## src/rtl/card_ctl_regs.sv

```systemverilog
module card_ctl_regs #(
  parameter int ADDR_W = 11,
  parameter int LANES = 4,
  parameter logic [ADDR_W-1:0] BASE = 11'h400
) (
  input  logic              clk,
  input  logic              rst_n,
  input  logic [ADDR_W-1:0] bus_addr,
  input  logic [7:0]        bus_wdata,
  input  logic              bus_wr,
  input  logic              bus_rd,
  output logic [7:0]        bus_rdata,
  input  logic              frame_tick,
  input  logic              framer_irq,
  input  logic [LANES-1:0]  tx_ser_in,
  input  logic [LANES-1:0]  line_rx_in,
  output logic [LANES-1:0]  line_tx_out,
  output logic [LANES-1:0]  rx_ser_out,
  output logic              irq_out,
  output logic              test1_out,
  output logic              test2_out,
  output logic              master_en,
  output logic              e1_mode,
  output logic [2:0]        sync_sel,
  output logic [7:0]        led,
  output logic              late_rev_mode
);
  localparam logic [ADDR_W-1:0] A_SYNC = BASE;
  localparam logic [ADDR_W-1:0] A_CTL  = BASE + 1;
  localparam logic [ADDR_W-1:0] A_LED  = BASE + 2;
  localparam logic [ADDR_W-1:0] A_TST  = BASE + 3;
  localparam logic [ADDR_W-1:0] A_REV  = BASE + 4;

  logic [2:0] sync_q;
  logic [6:0] ctl_q;
  logic [7:0] led_q;
  logic       tst2_q, rev_q, pend_q;

  wire wr_sync = bus_wr && bus_addr == A_SYNC;
  wire wr_ctl  = bus_wr && bus_addr == A_CTL;
  wire ack     = wr_ctl && bus_wdata[7];

  always_ff @(posedge clk) begin
    if (!rst_n) begin
      sync_q <= '0;
      ctl_q  <= '0;
      led_q  <= '0;
      tst2_q <= 1'b0;
      rev_q  <= 1'b0;
      pend_q <= 1'b0;
    end else begin
      if (wr_sync) sync_q <= bus_wdata[2:0];
      if (wr_ctl)  ctl_q  <= bus_wdata[6:0];
      if (bus_wr && bus_addr == A_LED) led_q  <= bus_wdata;
      if (bus_wr && bus_addr == A_TST) tst2_q <= bus_wdata[0];
      if (bus_wr && bus_addr == A_REV) rev_q  <= bus_wdata[0];
      if (frame_tick)  pend_q <= 1'b1;
      else if (ack)    pend_q <= 1'b0;
    end
  end

  wire irq_en  = ctl_q[0];
  wire fr_en   = ctl_q[2];
  wire rem_lb  = ctl_q[5];
  wire loc_lb  = ctl_q[6];

  assign sync_sel      = (sync_q > 3'd4) ? 3'd0 : sync_q;
  assign test1_out     = ctl_q[1];
  assign master_en     = ctl_q[3];
  assign e1_mode       = ctl_q[4];
  assign led           = led_q;
  assign test2_out     = tst2_q;
  assign late_rev_mode = rev_q;

  assign irq_out = irq_en && (pend_q || (fr_en && framer_irq));

  assign bus_rdata = (bus_rd && bus_addr == A_SYNC)
                   ? {5'b0, framer_irq, pend_q, irq_en} : 8'h00;

  assign line_tx_out = rem_lb ? line_rx_in : tx_ser_in;
  assign rx_ser_out  = loc_lb ? tx_ser_in  : line_rx_in;
endmodule


```

## config.mk

```make
export PLATFORM = sky130hd
export DESIGN_NAME = card_ctl_regs
export DESIGN_NICKNAME = d
export VERILOG_FILES = /design/src/rtl/card_ctl_regs.sv
export SDC_FILE = /design/constraint.sdc
export NUM_CORES = 1
export LEC_CHECK = 0
export ABC_CLOCK_PERIOD_IN_PS = 1600
export BUFFER_PORTS_ARGS = -buffer_cell sky130_fd_sc_hd__buf_4
export CORE_ASPECT_RATIO = 1.1
export CORE_UTILIZATION = 43
export CTS_CLUSTER_SIZE = 14
export DETAILED_ROUTE_END_ITERATION = 16
export MAX_ROUTING_LAYER = met4
export PLACE_DENSITY_LB_ADDON = 0.3
export SYNTH_ARGS = -nofsm -noshare
export SYNTH_HDL_FRONTEND = slang
export SYNTH_SLANG_ARGS = --single-unit
export TNS_END_PERCENT = 30
```

## constraint.sdc

```tcl
create_clock -name clk -period 1.6 [get_ports clk]
set_input_delay 0.16 -clock clk [delete_from_list [all_inputs] [get_ports clk]]
set_output_delay 0.16 -clock clk [all_outputs]
set_load 0.01 [all_outputs]
```

==> results of run 1 <==
## power groups by stage
stage               clock network [uW]  logic (uW)  registers (uW)
CTS                                252         165             526
floorplan                            0        69.8             537
detailed placement                   0         162             538
global placement                     0         157             538
finish                             242         166             526
global route                       271         180             526
## final timing paths
check                    start            to  slack, ns  depth (start not counted)
setup reg to reg      ctl_q[6]      ctl_q[6]       0.88                          2
hold / removal    bus_wdata[7]        pend_q       0.06                          2
setup / recovery   bus_addr[8]  bus_rdata[2]       0.03                          5
hold reg to reg         led[3]        led[3]       0.47                          2
## critical path: cells and delay by family
family	cells	cell delay, ns
buf+inv	2	0.21
simple gates	3	1.04
## layer usage
layer  global-route usage (%)  up-vias  part of all wire [%]  wire length (um)
met5                        -        -                     0                 0
met3                     3.28        2                   6.6               173
li1                         -      526                     -                 -
met4                     4.76        0                  0.61                16
met1                     22.2      472                    41              1080
met2                     34.8       36                    51              1340
## kinds of logic after synthesis
family          count (synthesis)
simple gates                   55
compound gates                  3
mux                            28
other cells                     1
buf+inv                         9
flops                          21
## layout make-up
cell class	count	area, um^2
Tap cell	31	38.8
Sequential cell	21	420
Clock inverter	1	5.00
Clock buffer	3	22.5
Fill cell	220	815
Multi-Input combinational cell	91	681
Timing Repair Buffer	67	514
## sequential cells by signal, indices dropped and copies added (netlist names)
name	flops
pend_q	1
led	8
late_rev_mode	1
test2_out	1
ctl_q	7
sync_q	3
## stage by stage
step / cell area (um^2) / utilization [%]
finish: 1680 / 67.4
CTS: 1660 / 66.6
floorplan: 1150 / -
detailed placement: 1630 / 65.2
global placement: 1630 / 65.2
global route: 1680 / 67.4
## cell usage after synthesis (all sizes together)
library cell / count
mux2i: 20
buf: 7
or2: 1
clkbuf: 2
o21ai: 1
conb: 1
or4b: 1
a31oi: 1
a21oi: 1
and4: 2
dfxtp: 21
nor2: 2
or4: 1
nand2b: 1
mux2: 8
nand4: 3
nand2: 29
nor4b: 1
nor3b: 1
nor2b: 6
and2: 4
nor4: 3
## repair_timing
action | 4_1_cts | 5_1_grt
endpoints found under the setup margin | 3 | 3
resized for setup | 1 | 3
pin swaps | 0 | 3
hold buffers | 0 | 0
setup buffers | 0 | 1
==> impl_metrics.toml, run 1 <==
[logic_synthesis]
synthXorXnorAreaFrac_pct = 0
yosysTopAreaCellShare_pct = 37.0
synth_compound_area_share_pct = 1.43
synth_cell_types = 27
syn_inst = 117
synth_adder_area_share_pct = 0
yosys-top-cells-area = "dfxtp_1, mux2i_1, nand2_1, mux2_2, buf_4"
synth_top_family_by_area = "simple AND/OR/NAND/NOR gates"
syn_area_per_cell_um2 = 9.72
synth_area_leader_cell = "dfxtp_1"
synth_warnings = 0
yosysSeqAreaShare_pct = 37.0
synth-seq-cells = 21
synthSimpleGateAreaFrac_pct = 30.5
yosys-mux-area-fraction_pct = 25.5
synth_area_um2 = 1140

[worst_setup_path]
critPathCaptureType = "output port"
start_kind = "input pin"
required_ns = 1.44
worstPathArrival_ns = 1.41
critPathKind = "input pin to output port"
crit_slowest_cell = "or4b_4"
max_stage_delay_ns = 0.56
crit_chain = "buf_6 > or4b_4 > nor4_4 > and2_1 > buf_4"
worst-path-max-fanout = 3

[final_layout]
final_cell_mix = "buf_4, nand2_1, dfxtp_1"
antenna_cells = 0
area_growth_pct = 47.9
layout_commonest_cell = "buf_4"
drive_gt1_share_pct = 48.1
layout.nets = 217
layout.cells.non_filler = 214

[clocking]
numCtsBuffers = 3
path_clk_slew_ns = 0.11
cts.sinks = 21
clk_latency_ns = 0.29
htree_levels = 1
cts_tree = "yes"
root_buffer = "clkbuf_4"
cts_max_path_buffers = 2

[floorplan]
io_pins = 66
die_w_um = 51.0
die-area_um2 = 2850
fp.dieH_um = 55.9
start_util_pct = 45.6
coreArea_um2 = 2500
rows = 19

[min_path]
hold_path_class = "input pin to register"

[timing]
setup-violations-final = 0
hold_viol = 0
setup_tns_ns = 0
fmax_mhz = 639
skew_ns = 0
finalCritPeriodShare_pct = 97.9
timing.final.crit_period_ns = 1.57
drv_slew = 0
setup_ws_ns = 0.0341
grt_setup_unrepaired = "yes"
holdWs_ns = 0.0569

[placed_design]
globalplace.congestion = 0.761
port_buffers = 60
dp_hpwl_mm = 2.10
place_inst = 209
post-place-ws_ns = -0.0173

[routing]
num_vias = 1036
first_pass_iters = 3
vias_per_cell = 4.84
drc = 0
routed_wl_mm = 2.61
wl_per_cell_um = 12.2
drtAntennaViolNets = 0
drtIter0Drc = 10

[grt]
grt_max_degree = 30
grt_pass1_wl_mm = 4.22
grt_pass1_vias = 1042
antenna_found_initial = 0
grt.total_usage_pct = 19.5
grt_remaining_overflow = 0

[flow_run]
drv_cap = 0

[power_and_ir_drop]
switchingPower_uw = 224
finalPower_uw = 934
p_comb_share_pct = 17.8
swShare_pct = 24.0
power_frac_seq_pct = 56.3
p_clk_share_pct = 25.9
vdd_drop_max_mv = 0.413
intPower_uw = 710
powerDensity_nw_per_um2 = 555
p_leak_uw = 0.000832

[outcome]
status = "complete, no violations"
No activity file was read; power rests on OpenSTA's default activity.
==> run 2, diff against run 1 <==
- PLACE_DENSITY: not set -> 0.87
- PLACE_DENSITY_LB_ADDON: 0.3 -> not set
==> run 2 against run 1 <==
Clock skew unchanged; flip-flop and latch count unchanged; fmax down 2.0%; setup slack worse by 0.032 ns; critical endpoint is now bus_rdata[0]; clock power about the same; design area up 0.45%; die area unchanged; combinational power about the same; cell count down 0.93%; first-iteration DRC count up 60%; highest routed layer unchanged; global-route usage up 1.0 points.
==> impl_metrics.toml, run 2 (same netlist as run 1, synthesis figures left out) <==
[power_and_ir_drop]
swShare_pct = 23.7
intPower_uw = 708
powerDensity_nw_per_um2 = 550
p_clk_share_pct = 25.8
finalPower_uw = 928
p_leak_uw = 0.000830
power_frac_seq_pct = 56.6
vdd_drop_max_mv = 0.525
switchingPower_uw = 220
p_comb_share_pct = 17.5

[final_layout]
area_growth_pct = 48.5
layout.nets = 215
antenna_cells = 0
fillers = 206
multi_input_area_um2 = 688
regArea_um2 = 420
drive_gt1_share_pct = 49.2
layout_commonest_cell = "buf_4"
largest_register_ffs = 8
final_cell_mix = "buf_4, nand2_1, dfxtp_1"

[worst_setup_path]
worstPathArrival_ns = 1.44
cpMostUsedCell = "buf_6"
crit_slowest_cell = "or4_4"
r2r_start = "ctl_q[5]"
r2r_slack_ns = 0.84
start_kind = "input pin"
crit_chain = "buf_6 > or4_4 > nor4_4 > and2_4 > buf_6"
reg2reg_to = "ctl_q[5]"
critPathKind = "input pin to output port"
max_stage_delay_ns = 0.54
reg2reg_depth = 2
critPathCaptureType = "output port"
required_ns = 1.44
worst-path-max-fanout = 3

[clocking]
path_clk_slew_ns = 0.10
cts_tree = "yes"
htree_levels = 1
cts.sinks = 21
root_buffer = "clkbuf_4"
numCtsBuffers = 3
clk_latency_ns = 0.29
hold_buffers = 0
cts_max_path_buffers = 2

[grt]
grt_remaining_overflow = 0
antenna_found_initial = 0
grt.total_usage_pct = 20.6
grt_max_degree = 30
grt_pass1_wl_mm = 4.35
grt_pass1_vias = 1064

[floorplan]
fp.dieH_um = 55.9
rows = 19
die-area_um2 = 2850
start_util_pct = 45.6
io_pins = 66
die_w_um = 51.0
coreArea_um2 = 2500

[placed_design]
dp_hpwl_mm = 2.16
post-place-ws_ns = -0.0414
port_buffers = 60
globalplace.congestion = 0.788

[min_path]
hold_path_class = "input pin to register"
holdPathStages = 2
min_to = "pend_q"
hold_start = "bus_wdata[7]"

[routing]
first_pass_iters = 4
drtIter0Drc = 16
drtAntennaViolNets = 0
drc = 0
num_vias = 1043
vias_per_cell = 4.92
routed_wl_mm = 2.67
wl_per_cell_um = 12.6

[outcome]
status = "complete, no violations"

[timing]
grt_setup_unrepaired = "yes"
setup_ws_ns = 0.00168
hold_viol = 0
setup-violations-final = 0
fmax_mhz = 626
drv_slew = 0
skew_ns = 0
finalCritPeriodShare_pct = 99.9
timing.final.crit_period_ns = 1.60

[flow_run]
drv_cap = 0
run 2: per-layer routing:
metal | vias up | share of wire (%) | GRT usage (%)
met4 | 0 | 0.75 | 6.75
met2 | 44 | 55 | 38.5
met3 | 2 | 6.5 | 3.55
li1 | 521 | - | -
met5 | - | 0 | -
met1 | 476 | 38 | 20.8
run 2: area by class of cell:
type | instances | share of cell area [%]
flip-flops and latches | 21 | 24.9
multi-input cells | 91 | 40.7
well taps | 31 | 2.30
clock inverters | 1 | 0.296
clock buffers | 3 | 1.33
repair buffers | 65 | 30.4
run 2: worst max-delay path by stage:
stage	startpoint	endpoint	slack, ns	depth (start not counted)
6_report	bus_addr[3]	bus_rdata[0]	0.002	5
5_1_grt	bus_addr[3]	bus_rdata[2]	-0.06	5
4_1_cts	bus_addr[8]	bus_rdata[1]	-0.005	5
3_5_place_dp	bus_addr[5]	bus_rdata[0]	-0.04	5
3_3_place_gp	bus_addr[5]	bus_rdata[0]	0.03	5
2_1_floorplan	bus_addr[5]	bus_rdata[0]	0.23	3
run 2: critical path: cells and delay by family:
family                 cells  cell delay, ns
buffers and inverters      2            0.18
and+or+nand+nor            3            1.08
run 2: stage by stage:
| stage | utilization, % | hold WS, ns | instance area (um^2) | std cells | TNS, ns |
|---|---|---|---|---|---|
| after CTS | 67.0 | 0.0397 | 1670 | 212 | -0.00540 |
| after floorplan | - | 0.261 | 1150 | 121 | 0 |
| after global routing | 67.7 | 0.0373 | 1690 | 212 | -0.177 |
| after global placement | 64.9 | 0.360 | 1620 | 208 | 0 |
| after detailed placement | 64.9 | 0.360 | 1620 | 208 | -0.101 |
| final | 67.7 | 0.0493 | 1690 | 212 | 0 |
run 2: power groups by stage:
stage	sequential, uW	clock [uW]	combinational, uW
2_1_floorplan	537	0	69.8
3_3_place_gp	538	0	153
3_5_place_dp	538	0	158
4_1_cts	526	251	162
5_1_grt	527	272	176
6_report	526	240	163
run 2: repair_timing:
item                                    4_1_cts  5_1_grt
pin swaps                                     4        4
endpoints found under the hold margin         0        0
gates cloned                                  0        0
gates resized for setup                       6        5
setup buffers                                 0        0
endpoints found under the setup margin        3        3
